[src/rtl/mcu_port_pkg.sv]
package mcu_port_pkg;
  localparam int ADDR_W = 11;
  localparam int DATA_W = 8;
  localparam int CHAN_W = 3;
  localparam logic [ADDR_W-1:0] CTRL_ADDR = 11'h000;
  localparam logic [ADDR_W-1:0] IRQQ_ADDR = 11'h001;
  localparam int ODE_BIT = 6;
  localparam int VALID_BIT = DATA_W - 1;

  typedef enum logic [1:0] {
    HS_IDLE = 2'd0,
    HS_WAIT = 2'd1,
    HS_ACK  = 2'd2
  } hs_state_e;
endpackage

[src/rtl/mcu_port_sync.sv]
module mcu_port_sync #(
  parameter int W = 2,
  parameter logic [W-1:0] RST_VAL = '1
) (
  input  logic         clk,
  input  logic         rst_n,
  input  logic [W-1:0] din,
  output logic [W-1:0] dout
);
  logic [W-1:0] stage1_q;
  logic [W-1:0] stage2_q;

  always_ff @(posedge clk or negedge rst_n) begin
    if (!rst_n) begin
      stage1_q <= RST_VAL;
      stage2_q <= RST_VAL;
    end else begin
      stage1_q <= din;
      stage2_q <= stage1_q;
    end
  end

  assign dout = stage2_q;
endmodule

[src/rtl/mcu_port_irq_fifo.sv]
module mcu_port_irq_fifo #(
  parameter int DEPTH = 16,
  parameter int W = 3
) (
  input  logic         clk,
  input  logic         rst_n,
  input  logic         push,
  input  logic [W-1:0] push_data,
  input  logic         pop,
  output logic [W-1:0] head_data,
  output logic         empty,
  output logic         full
);
  localparam int PTR_W = (DEPTH > 1) ? $clog2(DEPTH) : 1;
  localparam int CNT_W = $clog2(DEPTH + 1);
  localparam logic [PTR_W-1:0] LAST_PTR = PTR_W'(DEPTH - 1);

  logic [W-1:0]     mem_q [DEPTH];
  logic [PTR_W-1:0] wr_ptr_q, wr_ptr_d;
  logic [PTR_W-1:0] rd_ptr_q, rd_ptr_d;
  logic [CNT_W-1:0] count_q, count_d;
  logic             do_push, do_pop;

  assign empty   = (count_q == '0);
  assign full    = (count_q == CNT_W'(DEPTH));
  assign do_push = push && !full;
  assign do_pop  = pop && !empty;

  always_comb begin
    wr_ptr_d = wr_ptr_q;
    rd_ptr_d = rd_ptr_q;
    count_d  = count_q;
    if (do_push) wr_ptr_d = (wr_ptr_q == LAST_PTR) ? '0 : wr_ptr_q + 1'b1;
    if (do_pop)  rd_ptr_d = (rd_ptr_q == LAST_PTR) ? '0 : rd_ptr_q + 1'b1;
    if (do_push && !do_pop)      count_d = count_q + 1'b1;
    else if (do_pop && !do_push) count_d = count_q - 1'b1;
  end

  always_ff @(posedge clk or negedge rst_n) begin
    if (!rst_n) begin
      wr_ptr_q <= '0;
      rd_ptr_q <= '0;
      count_q  <= '0;
    end else begin
      wr_ptr_q <= wr_ptr_d;
      rd_ptr_q <= rd_ptr_d;
      count_q  <= count_d;
    end
  end

  always_ff @(posedge clk) begin
    if (do_push) mem_q[wr_ptr_q] <= push_data;
  end

  assign head_data = mem_q[rd_ptr_q];


  no_overflow_chk: assert property (@(posedge clk) disable iff (!rst_n)
    count_q <= CNT_W'(DEPTH));


  full_drop_chk: assert property (@(posedge clk) disable iff (!rst_n)
    (full && push && !pop) |=> full && $stable(wr_ptr_q));
endmodule

[src/rtl/mcu_port_handshake.sv]
module mcu_port_handshake
  import mcu_port_pkg::*;
#(
  parameter int ACK_DLY = 2
) (
  input  logic clk,
  input  logic rst_n,
  input  logic strobe_s,
  output logic access_go,
  output logic ack_on
);
  localparam int CNT_W = $clog2(ACK_DLY + 1);

  hs_state_e        state_q, state_d;
  logic [CNT_W-1:0] cnt_q, cnt_d;

  always_comb begin
    state_d   = state_q;
    cnt_d     = cnt_q;
    access_go = 1'b0;
    unique case (state_q)
      HS_IDLE: begin
        if (strobe_s) begin
          state_d = HS_WAIT;
          cnt_d   = CNT_W'(1);
        end
      end
      HS_WAIT: begin
        if (!strobe_s) begin
          state_d = HS_IDLE;
        end else if (cnt_q >= CNT_W'(ACK_DLY - 1)) begin
          state_d   = HS_ACK;
          access_go = 1'b1;
        end else begin
          cnt_d = cnt_q + 1'b1;
        end
      end
      HS_ACK: begin
        if (!strobe_s) state_d = HS_IDLE;
      end
      default: state_d = HS_IDLE;
    endcase
  end

  always_ff @(posedge clk or negedge rst_n) begin
    if (!rst_n) begin
      state_q <= HS_IDLE;
      cnt_q   <= '0;
    end else begin
      state_q <= state_d;
      cnt_q   <= cnt_d;
    end
  end

  assign ack_on = (state_q == HS_ACK);


  ack_latency_chk: assert property (@(posedge clk) disable iff (!rst_n)
    $rose(ack_on) |-> $past(strobe_s, 1) && $past(strobe_s, 2));


  ack_release_chk: assert property (@(posedge clk) disable iff (!rst_n)
    (ack_on && !strobe_s) |=> !ack_on);
endmodule

[src/rtl/mcu_slave_port.sv]
module mcu_slave_port
  import mcu_port_pkg::*;
#(
  parameter int IRQ_DEPTH = 16,
  parameter int ACK_DLY = 2
) (
  input  logic              clk,
  input  logic              rst_n,
  input  logic              cs_n,
  input  logic              ds_n,
  input  logic              rd_wr,
  input  logic [ADDR_W-1:0] addr,
  input  logic [DATA_W-1:0] bus_wdata,
  output logic [DATA_W-1:0] bus_rdata,
  output logic              bus_rdata_oe,
  output logic              ack_pull_lo,
  output logic              irq_pull_lo,
  input  logic              evt_valid,
  input  logic [CHAN_W-1:0] evt_chan,
  input  logic              ode_pin,
  output logic              drive_en
);
  logic [1:0]        sel_s;
  logic              strobe_s;
  logic              access_go;
  logic              ack_on;
  logic              q_pop;
  logic [CHAN_W-1:0] q_head;
  logic              q_empty;
  logic              q_full;
  logic [DATA_W-1:0] ctrl_q, ctrl_d;
  logic [DATA_W-1:0] rdata_q, rdata_d;
  logic              ctrl_we;
  logic              rdata_en;

  mcu_port_sync #(.W(2), .RST_VAL(2'b11)) u_sync (
    .clk  (clk),
    .rst_n(rst_n),
    .din  ({cs_n, ds_n}),
    .dout (sel_s)
  );

  assign strobe_s = (sel_s == 2'b00);

  mcu_port_handshake #(.ACK_DLY(ACK_DLY)) u_hs (
    .clk      (clk),
    .rst_n    (rst_n),
    .strobe_s (strobe_s),
    .access_go(access_go),
    .ack_on   (ack_on)
  );

  mcu_port_irq_fifo #(.DEPTH(IRQ_DEPTH), .W(CHAN_W)) u_irqq (
    .clk      (clk),
    .rst_n    (rst_n),
    .push     (evt_valid),
    .push_data(evt_chan),
    .pop      (q_pop),
    .head_data(q_head),
    .empty    (q_empty),
    .full     (q_full)
  );

  assign ctrl_we  = access_go && !rd_wr && (addr == CTRL_ADDR);
  assign rdata_en = access_go && rd_wr;
  assign q_pop    = rdata_en && (addr == IRQQ_ADDR);

  always_comb begin
    ctrl_d  = ctrl_we ? bus_wdata : ctrl_q;
    rdata_d = '0;
    if (addr == CTRL_ADDR) begin
      rdata_d = ctrl_q;
    end else if (addr == IRQQ_ADDR && !q_empty) begin
      rdata_d                = DATA_W'(q_head);
      rdata_d[VALID_BIT]     = 1'b1;
    end
  end

  always_ff @(posedge clk or negedge rst_n) begin
    if (!rst_n) begin
      ctrl_q  <= '0;
      rdata_q <= '0;
    end else begin
      if (ctrl_we)  ctrl_q  <= ctrl_d;
      if (rdata_en) rdata_q <= rdata_d;
    end
  end

  assign bus_rdata    = rdata_q;
  assign bus_rdata_oe = rd_wr && !cs_n && !ds_n && ack_on;
  assign ack_pull_lo  = ack_on;
  assign irq_pull_lo  = !q_empty;
  assign drive_en     = ode_pin && ctrl_q[ODE_BIT];


  irq_on_event_chk: assert property (@(posedge clk) disable iff (!rst_n)
    evt_valid |=> irq_pull_lo);


  irq_release_chk: assert property (@(posedge clk) disable iff (!rst_n)
    $fell(irq_pull_lo) |-> $past(q_pop));


  no_select_chk: assert property (@(posedge clk) disable iff (!rst_n)
    access_go |-> $past(sel_s == 2'b00));
endmodule

[config.mk]
export PLATFORM = sky130hd
export DESIGN_NAME = mcu_slave_port
export DESIGN_NICKNAME = d
export VERILOG_FILES = /design/src/rtl/mcu_port_pkg.sv /design/src/rtl/mcu_port_sync.sv /design/src/rtl/mcu_port_irq_fifo.sv /design/src/rtl/mcu_port_handshake.sv /design/src/rtl/mcu_slave_port.sv
export SDC_FILE = /design/constraint.sdc
export NUM_CORES = 1
export LEC_CHECK = 0
export ABC_AREA = 1
export BUFFER_PORTS_ARGS = -buffer_cell sky130_fd_sc_hd__buf_4
export CORE_ASPECT_RATIO = 0.7
export CORE_MARGIN = 5
export CORE_UTILIZATION = 35
export DETAILED_ROUTE_END_ITERATION = 8
export PLACE_DENSITY = 0.51
export SKIP_LAST_GASP = 1
export SYNTH_ARGS = -nofsm -noshare
export SYNTH_HDL_FRONTEND = slang
export SYNTH_SLANG_ARGS = --single-unit
[constraint.sdc]
create_clock -name clk -period 2.38 [get_ports clk]
set_input_delay 0.238 -clock clk [delete_from_list [all_inputs] [get_ports clk]]
set_output_delay 0.238 -clock clk [all_outputs]
set_load 0.02 [all_outputs]
## Word level (Yosys, flattened, before mapping)

Memories as Yosys holds them, arrays and structs flattened.
Index checks and enable logic that the tools add are counted.

- Input bits: 29
- RAM bits: 48
- Word-level logic and storage cells: 74
- Bits in registers: 37
- Memories: 1
- Output and inout bits: 12

Memories:

| memory | words | bits a word | read ports | clocked after memory_dff | write ports | line | RTL |
|---|---|---|---|---|---|---|---|
| u_irqq.mem_q | 16 | 3 | 1 | 0 | 1 | mcu_port_irq_fifo.sv:18 | `logic [W-1:0] mem_q [DEPTH];` |

- Reductions and logical operators: 28
- Order comparisons: 1
- Muxes and demuxes: 19
- Eq/ne operators: 11
- Add/subtract/negate cells: 5

Operators by type and width:

| cell | number |
|---|---|
| $mux 8 | 2 |
| $logic_and 1x1->1 | 13 |
| $mux 2 | 6 |
| $eq 11x1->1 const B | 1 |
| $logic_not 11->1 | 1 |
| $mux 5 | 2 |
| $add 4x1->4 const B | 2 |
| $eq 4x4->1 const B | 2 |
| $mux 4 | 2 |
| $logic_not 1->1 | 7 |
| $pmux 2 s3 | 1 |
| $add 5x1->5 const B | 1 |
| $eq 5x5->1 const B | 1 |
| $logic_not 5->1 | 1 |
| $mux 1 | 5 |
| $sub 5x1->5 const B | 1 |
| $logic_not 2->1 | 2 |
| $ne 2x1->1 const B | 2 |
| $ne 2x2->1 const B | 2 |
| $pmux 2 s2 | 1 |
| $reduce_and 4->1 | 1 |
| $reduce_bool 2->1 | 2 |
| $ne 3x3->1 const B | 1 |
| $reduce_and 3->1 | 1 |
| 4 further kinds | 4 |

## Depth between registers and ports, before layout

Gate-level depths: netlist of run 1.

- Word-level depth: 10
- Depth in mapped cells: 15
- Gate-level depth less buffers: 15

## Hierarchy

A second synthesis of run 1 with hierarchy kept.

- Cell total of the unflattened synthesis: 469
- Area total of the unflattened synthesis: 4221.5 sq um

Modules (own cells, without submodules):

| module | instances | cells each | seq. area each (sq um) | area each (sq um) |
|---|---|---|---|---|
| mcu_port_irq_fifo | 1 | 330 | 1766.7 | 3046.7 |
| mcu_slave_port | 1 | 104 | 400.4 | 845.8 |
| mcu_port_handshake | 1 | 31 | 100.1 | 224.0 |
| mcu_port_sync | 1 | 4 | 105.1 | 105.1 |

## Least setup slack after synthesis of run 1

Ideal clock, no wire load.

- Path type: reg2reg
- From: register u_hs.cnt_q[0]
- To: register u_irqq.count_q[3]
- Path buffers: 0
- Arrival time: 2.200 ns
- Setup slack: 0.051 ns
- Data required time: 2.251 ns
- Setup time: 0.129 ns
- Cell stages (with the launch flop): 15
- Clock period less this slack: 2.329 ns
- Cells stage by stage: dfrtp_1 -> inv_1 -> ha_1 -> inv_1 -> nand4_4 -> nor2_4 -> nand2_4 -> ha_1 -> inv_1 -> ha_1 -> inv_1 -> or2_2 -> and3_1 -> o21ai_0 -> o21ai_0

- Longest elaborated chain between the ends: 10
- Elaborated cells on any way between the ends: 12
- Those cells by class: order compare (1); mux (4); reduce/logical (7)

RTL lines:

| element | line | RTL |
|---|---|---|
| start, declared | mcu_port_handshake.sv:15 | `logic [CNT_W-1:0] cnt_q, cnt_d;` |
| start signal, assigned | mcu_port_handshake.sv:51 | `cnt_q <= cnt_d;` |
| $ge 2x1->1 (*) | mcu_port_handshake.sv:31 | `end else if (cnt_q >= CNT_W'(ACK_DLY - 1)) begin` |
| $mux 1 (*) | mcu_port_handshake.sv:31 |  |
| $mux 1 (*) | mcu_port_handshake.sv:29 | `if (!strobe_s) begin` |
| $mux 1 (*) | mcu_port_handshake.sv:21 | `unique case (state_q)` |
| $logic_and 1x1->1 (*) | mcu_slave_port.sv:65 | `assign rdata_en = access_go && rd_wr;` |
| $logic_and 1x1->1 (*) | mcu_slave_port.sv:66 | `assign q_pop = rdata_en && (addr == IRQQ_ADDR);` |
| $logic_and 1x1->1 (*) | mcu_port_irq_fifo.sv:27 | `assign do_pop = pop && !empty;` |
| $logic_not 1->1 | mcu_port_irq_fifo.sv:35 | `if (do_push && !do_pop) count_d = count_q + 1'b1;` |
| $logic_and 1x1->1 | mcu_port_irq_fifo.sv:35 |  |
| $mux 5 / $reduce_bool 2->1 (equally long branches) | -- |  |
| end signal, assigned | mcu_port_irq_fifo.sv:47 | `count_q <= count_d;` |
| end, declared | mcu_port_irq_fifo.sv:21 | `logic [CNT_W-1:0] count_q, count_d;` |

Mark *: on every way between the ends. The rest lies on a longest branch, timed or not.
A chain may end at the register's enable or synchronous reset.

## Worst setup path after layout of run 1

Ends and elaborated chain as after synthesis.

==> impl_results.html, run 1 <==
<table>
<tr><th>Metric</th><th>Value</th></tr>
<tr><th colspan="2">Place</th></tr>
<tr><td>Sum of net half-perimeters after detailed placement</td><td>6.117 mm</td></tr>
<tr><td>Number of I/O port buffers</td><td>40</td></tr>
<tr><td>Number of cells after detailed placement</td><td>594</td></tr>
<tr><td>RD Place Congestion</td><td>0.7929</td></tr>
<tr><th colspan="2">Finish</th></tr>
<tr><td>Layout cells sized above 1</td><td>21.96%</td></tr>
<tr><td>Post-synthesis to final-layout area growth</td><td>21.08%</td></tr>
<tr><td>Non-filler cells, final</td><td>613</td></tr>
<tr><td>Register Area</td><td>0.002372 mm2</td></tr>
<tr><td>Area of the multi-input gates</td><td>0.001378 mm2</td></tr>
<tr><td>Number of antenna cells inserted</td><td>0</td></tr>
<tr><td>Number of fill cells in the layout</td><td>1,087</td></tr>
<tr><td>Fin util</td><td>43.48%</td></tr>
<tr><td>Nets</td><td>496</td></tr>
<tr><th colspan="2">Clock network</th></tr>
<tr><td>Clock root buffer</td><td>sky130_fd_sc_hd__clkbuf_16</td></tr>
<tr><td>Clock network latency to the later pin of the worst-skew pair</td><td>330 ps</td></tr>
<tr><td>Maximum level of the CTS H-tree</td><td>3</td></tr>
<tr><td>TritonCTS clock tree</td><td>built</td></tr>
<tr><td># clock sinks</td><td>85</td></tr>
<tr><td>Post-CTS clock slew at the launch and capture registers of the worst setup and hold paths</td><td>60 ps</td></tr>
<tr><td>Number of buffers on the longest clock path</td><td>2</td></tr>
<tr><td>Number of CTS-inserted buffers</td><td>9</td></tr>
<tr><th colspan="2">Power and ir drop</th></tr>
<tr><td>Cell-internal power</td><td>3.037 mW</td></tr>
<tr><td>Proportion of total power due to net switching</td><td>27.98%</td></tr>
<tr><td>Part of the power in combinational logic</td><td>21.4%</td></tr>
<tr><td>LEAKAGE</td><td>2.098 nW</td></tr>
<tr><td>Power density over the cells</td><td>874.6 mW/mm2</td></tr>
<tr><td>Sequential share of power</td><td>44.6%</td></tr>
<tr><td>Power consumption</td><td>4.217 mW</td></tr>
<tr><td>Fraction of power consumed by the clock network</td><td>34.0%</td></tr>
<tr><td>Peak supply drop</td><td>493.8 uV</td></tr>
<tr><td>Net Switching</td><td>1.180 mW</td></tr>
<tr><th colspan="2">Floorplanning</th></tr>
<tr><td>Io pins</td><td>41</td></tr>
<tr><td>Initial standard-cell utilization of the core</td><td>35.91%</td></tr>
<tr><td>Core region area</td><td>0.01109 mm2</td></tr>
<tr><td>Width of the die</td><td>137.5 um</td></tr>
<tr><td>Area of the die</td><td>0.01365 mm2</td></tr>
<tr><td>Std cell rows</td><td>32</td></tr>
<tr><td>Die H</td><td>99.25 um</td></tr>
<tr><th colspan="2">Global routing</th></tr>
<tr><td>Global route total overflow</td><td>0</td></tr>
<tr><td>Number of global-route vias before repair</td><td>2,620</td></tr>
<tr><td>Total routing resource utilization after global routing</td><td>12.97%</td></tr>
<tr><td>Global-route wire length before repair</td><td>13.67 mm</td></tr>
<tr><td>Antenna violations before repair</td><td>0</td></tr>
<tr><td>Pin count of the biggest net entering global routing</td><td>38</td></tr>
<tr><th colspan="2">Synth</th></tr>
<tr><td>Synth Warn #</td><td>0</td></tr>
<tr><td>Leading post-synthesis cells by cell area</td><td>sky130_fd_sc_hd__edfxtp_1, sky130_fd_sc_hd__dfrtp_1, sky130_fd_sc_hd__nand2_1</td></tr>
<tr><td>Share of Yosys cell area claimed by the top area cell type</td><td>36.19%</td></tr>
<tr><td>Netlist area before placement</td><td>0.003983 mm2</td></tr>
<tr><td>Post-synthesis sequential element count</td><td>85</td></tr>
<tr><td>Average cell area after synthesis</td><td>9.858 um2</td></tr>
<tr><td>Gate count after technology mapping</td><td>404</td></tr>
<tr><td>Sequential element share of the synthesized area</td><td>59.57%</td></tr>
<tr><td>Total nets after synthesis</td><td>444</td></tr>
<tr><td>Cell taking the most area after synthesis</td><td>sky130_fd_sc_hd__edfxtp_1</td></tr>
<tr><td>Number of unique standard cell types used by synthesis</td><td>38</td></tr>
<tr><th colspan="2">Detailed routing</th></tr>
<tr><td>Total Routed Length</td><td>8.476 mm</td></tr>
<tr><td>Detailed-route via count</td><td>2,769</td></tr>
<tr><td>Via count normalized by instance count</td><td>4.517</td></tr>
<tr><td>First-iteration detailed-routing DRC count</td><td>172</td></tr>
<tr><td>DRC violation count after routing</td><td>0</td></tr>
<tr><td>Final antenna-violating net count</td><td>0</td></tr>
<tr><td>DR WL/cell</td><td>13.83 um</td></tr>
<tr><td>Number of search-and-repair iterations in the first detailed-routing pass</td><td>5</td></tr>
<tr><th colspan="2">Timing</th></tr>
<tr><td>Period utilisation layout</td><td>93.14%</td></tr>
<tr><td>Count of final setup violators</td><td>0</td></tr>
<tr><td>Worst max-slew margin expressed relative to the limit</td><td>56.69%</td></tr>
<tr><td>Final worst clock skew</td><td>3.584 ps</td></tr>
<tr><td>RSZ-0062 raised after global routing</td><td>false</td></tr>
<tr><td>Post-layout minimum cycle time</td><td>2217 ps</td></tr>
<tr><td>Top achievable clock speed</td><td>0.4511 GHz</td></tr>
<tr><td>Final hold violation count</td><td>0</td></tr>
<tr><td>Transition time at the pin with the least slew margin</td><td>649.6 ps</td></tr>
<tr><td>Final setup TNS</td><td>0 ps</td></tr>
<tr><td>Max Transition Viols Final</td><td>0</td></tr>
<tr><th colspan="2">Critical path</th></tr>
<tr><td>Required @ worst endpoint</td><td>2590 ps</td></tr>
<tr><td>R2R Path Start</td><td>u_hs.cnt_q[0]</td></tr>
<tr><td>Crit. Startpoint</td><td>u_hs.cnt_q[0]</td></tr>
<tr><td>Start-to-end type of the worst setup path</td><td>register to register</td></tr>
<tr><td>Capture point of the critical path</td><td>u_irqq.count_q[3]</td></tr>
<tr><td>Data arrival time of the critical path</td><td>2420 ps</td></tr>
<tr><td>Critical Path Sink Type</td><td>register</td></tr>
<tr><td>Cell depth of the worst flop-to-flop path</td><td>14</td></tr>
<tr><td>Setup slack of the worst register-to-register path</td><td>160 ps</td></tr>
<tr><td>Crit Reg-Reg Endpoint</td><td>u_irqq.count_q[3]</td></tr>
<tr><td>Maximum fanout along the worst path</td><td>3</td></tr>
<tr><td>Startpoint Class</td><td>register</td></tr>
<tr><th colspan="2">Run</th></tr>
<tr><td>Max capacitance violation total</td><td>0</td></tr>
<tr><th colspan="2">Min path</th></tr>
<tr><td>Startpoint of the lowest-slack hold path</td><td>cs_n</td></tr>
<tr><td>Hold WC Path Type</td><td>primary input to register</td></tr>
<tr><th colspan="2">Outcome</th></tr>
<tr><td>Result of the run</td><td>finished clean</td></tr>
</table>
==> state kept, by name (all words and copies together), names as in the netlist <==
name and cells:
u_hs.cnt_q 2, u_irqq.count_q 5, u_hs.state_q 2, u_irqq.mem_q 48, u_sync.dout 2, u_irqq.wr_ptr_q 4
ctrl_q 8, u_sync.stage1_q 2, bus_rdata 8, u_irqq.rd_ptr_q 4
==> timing repair <==
item,4_1_cts,5_1_grt
buffers inserted,1,2
gates resized for setup,4,8
hold buffers,1,0
pin swaps,2,3
hold endpoints to repair,33,0
endpoints found under the setup margin,1,2
==> worst max-delay path: stages (launching register included) <==
cell	delay, ps
sky130_fd_sc_hd__dfrtp_1	370
sky130_fd_sc_hd__inv_1	90
sky130_fd_sc_hd__ha_2	180
sky130_fd_sc_hd__inv_2	50
sky130_fd_sc_hd__nand4_4	100
sky130_fd_sc_hd__nor2_4	50
sky130_fd_sc_hd__nand2_4	70
sky130_fd_sc_hd__ha_4	160
sky130_fd_sc_hd__inv_4	50
sky130_fd_sc_hd__ha_1	270
sky130_fd_sc_hd__a21oi_1	50
sky130_fd_sc_hd__or2_2	280
sky130_fd_sc_hd__and3_1	150
sky130_fd_sc_hd__o21ai_1	140
sky130_fd_sc_hd__o21ai_1	80
==> cell usage after synthesis, drive strengths merged <==
library cell and n:
a21boi 2, a21oi 6, and3 1, buf 10
clkinv 2, dfrtp 33, dfstp 4, edfxtp 48
fa 1, ha 10, inv 46, nand2 119
nand3 55, nand3b 1, nand4 2, nor2 30
nor3 1, nor3b 1, nor4 1, o21ai 19
o31ai 1, or2 5, xnor2 1, xor2 5
==> through the flow <==
| step | hold WS [ps] | setup slack, ps | area (um2) |
|---|---|---|---|
| 2_1_floorplan | -57.59 | 51.17 | 3983 |
| 3_3_place_gp | 236.9 | 53.11 | 4444 |
| 3_5_place_dp | 241.5 | -63.97 | 4444 |
| 4_1_cts | 18.44 | 35.64 | 4785 |
| 5_1_grt | 16.45 | 7.728 | 4822 |
| 6_report | 33.85 | 163.2 | 4822 |
==> how the worst min path moves through the flow <==
stage / to / slack [ps] / cells past startpoint
detailed placement: bus_rdata[6] / 240 / 1
global placement: bus_rdata[3] / 240 / 1
global route: u_sync.stage1_q[0] / 20 / 1
CTS: u_sync.stage1_q[0] / 20 / 1
floorplan: bus_rdata[0] / -60 / 0
finish: u_sync.stage1_q[1] / 30 / 1
==> cell type report <==
class                      instances  area share, %
timing repair buffer              51          7.992
tap                              153          3.970
inverter                          48          3.944
clock inverter                     5          1.583
sequential                        85          49.20
multi-input combinational        261          28.57
clock buffer                      10          4.748
==> power by group through the flow <==
stage	Combinational, mW	Sequential, mW	Clock, mW
finish	0.904	1.88	1.43
global route	1.03	1.90	1.53
CTS	0.878	1.88	1.48
detailed placement	0.832	1.91	0
global placement	0.813	1.90	0
floorplan	0.512	1.92	0
==> layer usage <==
layer	global-route usage, %	wire length, um	up-vias
met3	3.741	382	6
met1	18.84	4165	1302
met5	0	0	-
li1	-	-	1422
met2	19.00	3860	39
met4	3.374	68	0
==> kinds of logic (layout without fill, tap and decap cells) <==
family / count (synthesis) / in the layout / synth area share (%)
adders and majority gates: 11 / 11 / 3.644
buffers and inverters: 58 / 114 / 6.786
DFF: 85 / 85 / 59.57
xor gates and xnor gates: 6 / 6 / 1.319
AOI/OAI and AO/OA: 28 / 28 / 3.895
and+or+nand+nor: 216 / 216 / 24.79
==> placed cells by master (no fill, tap or decap), types with 7 or more instances in the layout <==
cell                        synthesis  final
sky130_fd_sc_hd__buf_4              3     50
sky130_fd_sc_hd__clkbuf_16          0      9
sky130_fd_sc_hd__dfrtp_1           33     33
sky130_fd_sc_hd__edfxtp_1          48     48
sky130_fd_sc_hd__ha_1              10      7
sky130_fd_sc_hd__inv_1             41     39
sky130_fd_sc_hd__nand2_1          115    115
sky130_fd_sc_hd__nand3_1           53     53
sky130_fd_sc_hd__nor2_1            24     23
sky130_fd_sc_hd__o21ai_0           11      9
sky130_fd_sc_hd__o21ai_1            7      9
Note: power is estimated with default switching activity, not from simulation.
==> run 2: changes to the inputs <==
==> constraint.sdc (replaced) <==
create_clock -name clk -period 2.38 [get_ports clk]
set_input_delay 0.119 -clock clk [delete_from_list [all_inputs] [get_ports clk]]
set_output_delay 0.119 -clock clk [all_outputs]
set_load 0.02 [all_outputs]
==> run 2 against run 1 <==
Compared with the run above: count of clock-buffer cells in the layout up 1; hold slack worse by 21 ps; die area unchanged; non-clock buffer count up 10; global-route usage up 0.24 points; sequential power about the same; largest power group unchanged.
==> impl_results.html, run 2 (synthesis gave the netlist of run 1 again) <==
<table>
<tr><th>Metric</th><th>Value</th></tr>
<tr><th colspan="2">Outcome</th></tr>
<tr><td>Result of the run</td><td>finished clean (unchanged)</td></tr>
<tr><th colspan="2">Timing</th></tr>
<tr><td>Final hold violation count</td><td>0 (unchanged)</td></tr>
<tr><td>Top achievable clock speed</td><td>0.4481 GHz (was 0.4511 GHz)</td></tr>
<tr><td>Final worst slack</td><td>148.1 ps (was 163.2 ps)</td></tr>
<tr><td>Count of final setup violators</td><td>0 (unchanged)</td></tr>
<tr><td>Period utilisation layout</td><td>93.78% (was 93.14%)</td></tr>
<tr><td>Max Transition Viols Final</td><td>0 (unchanged)</td></tr>
<tr><td>Final worst clock skew</td><td>3.463 ps (was 3.584 ps)</td></tr>
<tr><td>Fin Hold WS</td><td>12.37 ps (was 33.85 ps)</td></tr>
<tr><td>Post-layout minimum cycle time</td><td>2232 ps (was 2217 ps)</td></tr>
<tr><td>Worst max-slew margin expressed relative to the limit</td><td>62.91% (was 56.69%)</td></tr>
<tr><td>Transition time at the pin with the least slew margin</td><td>556.3 ps (was 649.6 ps)</td></tr>
<tr><th colspan="2">Global routing</th></tr>
<tr><td>Antenna violations before repair</td><td>0 (unchanged)</td></tr>
<tr><td>Global route total overflow</td><td>0 (unchanged)</td></tr>
<tr><td>Global-route wire length before repair</td><td>13.99 mm (was 13.67 mm)</td></tr>
<tr><td>Pin count of the biggest net entering global routing</td><td>38 (unchanged)</td></tr>
<tr><td>Total routing resource utilization after global routing</td><td>13.21% (was 12.97%)</td></tr>
<tr><td>Number of global-route vias before repair</td><td>2,797 (was 2,620)</td></tr>
<tr><th colspan="2">Finish</th></tr>
<tr><td>Post-synthesis to final-layout area growth</td><td>23.22% (was 21.08%)</td></tr>
<tr><td>Largest Register</td><td>u_irqq.mem_q (unchanged)</td></tr>
<tr><td>Most common library cell in the layout ignoring fill and taps</td><td>sky130_fd_sc_hd__nand2_1 (unchanged)</td></tr>
<tr><td>Flip-flop count of the largest register after layout</td><td>48 (unchanged)</td></tr>
<tr><td>Number of antenna cells inserted</td><td>0 (unchanged)</td></tr>
<tr><td>Register Area</td><td>0.002372 mm2 (unchanged)</td></tr>
<tr><td>Number of fill cells in the layout</td><td>1,077 (was 1,087)</td></tr>
<tr><td>Nets</td><td>506 (was 496)</td></tr>
<tr><td>Commonest non-fill, non-tap cells in the layout</td><td>sky130_fd_sc_hd__nand2_1, sky130_fd_sc_hd__buf_4, sky130_fd_sc_hd__nand3_1 (was sky130_fd_sc_hd__nand2_1, sky130_fd_sc_hd__nand3_1, sky130_fd_sc_hd__buf_4)</td></tr>
<tr><td>Area of the multi-input gates</td><td>0.001378 mm2 (unchanged)</td></tr>
<tr><td>Layout cells sized above 1</td><td>23.14% (was 21.96%)</td></tr>
<tr><th colspan="2">Clock network</th></tr>
<tr><td>Post-CTS clock slew at the launch and capture registers of the worst setup and hold paths</td><td>60 ps (about the same)</td></tr>
<tr><td>Maximum level of the CTS H-tree</td><td>3 (unchanged)</td></tr>
<tr><td>Clock network latency to the later pin of the worst-skew pair</td><td>330 ps (about the same)</td></tr>
<tr><td>Clock root buffer</td><td>sky130_fd_sc_hd__clkbuf_16 (unchanged)</td></tr>
<tr><td>TritonCTS clock tree</td><td>built (unchanged)</td></tr>
<tr><td>Number of buffers on the longest clock path</td><td>2 (unchanged)</td></tr>
<tr><td>Number of CTS-inserted buffers</td><td>9 (unchanged)</td></tr>
<tr><td># clock sinks</td><td>85 (unchanged)</td></tr>
<tr><th colspan="2">Critical path</th></tr>
<tr><td>Maximum fanout along the worst path</td><td>3 (unchanged)</td></tr>
<tr><td>Cell depth of the worst flop-to-flop path</td><td>14 (unchanged)</td></tr>
<tr><td>Setup slack of the worst register-to-register path</td><td>150 ps (was 160 ps)</td></tr>
<tr><td>Crit Reg-Reg Endpoint</td><td>u_irqq.count_q[3] (unchanged)</td></tr>
<tr><td>Critical Path Sink Type</td><td>register (unchanged)</td></tr>
<tr><td>R2R Path Start</td><td>u_hs.cnt_q[0] (unchanged)</td></tr>
<tr><td>Start-to-end type of the worst setup path</td><td>register to register (unchanged)</td></tr>
<tr><td>Data arrival time of the critical path</td><td>2440 ps (was 2420 ps)</td></tr>
<tr><td>Startpoint Class</td><td>register (unchanged)</td></tr>
<tr><td>Required @ worst endpoint</td><td>2590 ps (about the same)</td></tr>
<tr><th colspan="2">Power and ir drop</th></tr>
<tr><td>LEAKAGE</td><td>2.156 nW (was 2.098 nW)</td></tr>
<tr><td>Peak supply drop</td><td>451.9 uV (was 493.8 uV)</td></tr>
<tr><td>Power density over the cells</td><td>873.2 mW/mm2 (was 874.6 mW/mm2)</td></tr>
<tr><th colspan="2">Place</th></tr>
<tr><td>Sum of net half-perimeters after detailed placement</td><td>6.041 mm (was 6.117 mm)</td></tr>
<tr><td>Number of I/O port buffers</td><td>40 (unchanged)</td></tr>
<tr><td>DP Worst Slack</td><td>-1.907 ps (was -63.97 ps)</td></tr>
<tr><td>RD Place Congestion</td><td>0.7967 (was 0.7929)</td></tr>
<tr><th colspan="2">Detailed routing</th></tr>
<tr><td>Number of search-and-repair iterations in the first detailed-routing pass</td><td>4 (was 5)</td></tr>
<tr><td>Final antenna-violating net count</td><td>0 (unchanged)</td></tr>
<tr><td>Via count normalized by instance count</td><td>4.506 (was 4.517)</td></tr>
<tr><td>DRC violation count after routing</td><td>0 (unchanged)</td></tr>
<tr><td>Detailed-route via count</td><td>2,812 (was 2,769)</td></tr>
<tr><td>Total Routed Length</td><td>8.516 mm (was 8.476 mm)</td></tr>
<tr><td>DR WL/cell</td><td>13.65 um (was 13.83 um)</td></tr>
<tr><td>First-iteration detailed-routing DRC count</td><td>168 (was 172)</td></tr>
<tr><th colspan="2">Run</th></tr>
<tr><td>Max capacitance violation total</td><td>0 (unchanged)</td></tr>
<tr><th colspan="2">Floorplanning</th></tr>
<tr><td>Die H</td><td>99.25 um (unchanged)</td></tr>
<tr><td>Area of the die</td><td>0.01365 mm2 (unchanged)</td></tr>
<tr><td>Core region area</td><td>0.01109 mm2 (unchanged)</td></tr>
<tr><td>Io pins</td><td>41 (unchanged)</td></tr>
<tr><td>Initial standard-cell utilization of the core</td><td>35.91% (unchanged)</td></tr>
<tr><td>Width of the die</td><td>137.5 um (unchanged)</td></tr>
<tr><td>Std cell rows</td><td>32 (unchanged)</td></tr>
<tr><th colspan="2">Min path</th></tr>
<tr><td>Startpoint of the lowest-slack hold path</td><td>bus_wdata[7] (was cs_n)</td></tr>
<tr><td>Hold Crit Depth</td><td>3 (was 1)</td></tr>
<tr><td>Hold WC Path Type</td><td>primary input to register (unchanged)</td></tr>
<tr><td>Endpoint of the worst hold-timing path</td><td>ctrl_q[7] (was u_sync.stage1_q[1])</td></tr>
</table>
[run 2: worst max path at each step]
stage / cells past startpoint / end / from / slack, ps
floorplan: 14 / u_irqq.count_q[3] / u_hs.cnt_q[0] / 50
global placement: 13 / u_irqq.count_q[3] / u_irqq.count_q[2] / 50
detailed placement: 13 / u_irqq.count_q[3] / u_irqq.count_q[2] / -2
CTS: 13 / u_irqq.count_q[3] / u_irqq.count_q[2] / 0.4
global route: 13 / u_irqq.count_q[3] / u_irqq.count_q[2] / -5
finish: 14 / u_irqq.count_q[3] / u_hs.cnt_q[0] / 150
[run 2: timing repair]
| item | CTS | global route |
|---|---|---|
| hold buffers | 3 | 0 |
| pin swaps | 1 | 3 |
| endpoints found under the hold margin | 35 | 0 |
| gates resized for setup | 1 | 9 |
| endpoints found under the setup margin | 1 | 2 |
| setup buffers | 8 | 3 |
[run 2: per-layer routing]
layer  GRT usage (%)  up-vias  wire, um
met2           19.53       40      3836
li1                -     1452         -
met1           18.88     1309      4183
met5               0        -         0
met3           3.842       11       376
met4           3.758        0       121
[run 2: final cells by class]
cell class                 instances  area share [%]
tap                              153           3.901
inverter                          48           3.876
multi-input combinational        261           28.07
sequential                        85           48.34
clock buffer                      11           4.742
timing repair buffer              61           9.485
clock inverter                     5           1.581
[run 2: worst max-delay path, cell delays in order, from the launching register on]
cell and delay [ps]:
sky130_fd_sc_hd__dfrtp_1 350, sky130_fd_sc_hd__inv_1 60, sky130_fd_sc_hd__ha_1 200, sky130_fd_sc_hd__inv_2 70, sky130_fd_sc_hd__nand4_4 110, sky130_fd_sc_hd__nor2_4 150
sky130_fd_sc_hd__nand2_4 70, sky130_fd_sc_hd__ha_4 190, sky130_fd_sc_hd__inv_4 70, sky130_fd_sc_hd__ha_1 150, sky130_fd_sc_hd__a21oi_1 40, sky130_fd_sc_hd__or2_2 280
sky130_fd_sc_hd__and3_1 140, sky130_fd_sc_hd__o21ai_0 120, sky130_fd_sc_hd__o21ai_0 100
[run 2: power by group]
part	leakage [nW]	switching, mW	internal [mW]
combinational	1.10	0.533	0.411
sequential	0.903	0.121	1.76
clock	0.150	0.541	0.916
[run 2: metrics by stage]
| stage | power [mW] | util [%] | std cells | instance area, um2 | TNS, ps |
|---|---|---|---|---|---|
| CTS | 4.258 | 43.70 | 621 | 4847 | 0 |
| global placement | 2.708 | 40.07 | 594 | 4444 | 0 |
| floorplan | 2.428 | - | 404 | 3983 | 0 |
| global route | 4.539 | 44.25 | 624 | 4907 | -4.587 |
| detailed placement | 2.728 | 40.07 | 594 | 4444 | -1.907 |
| finish | 4.285 | 44.25 | 624 | 4907 | 0 |
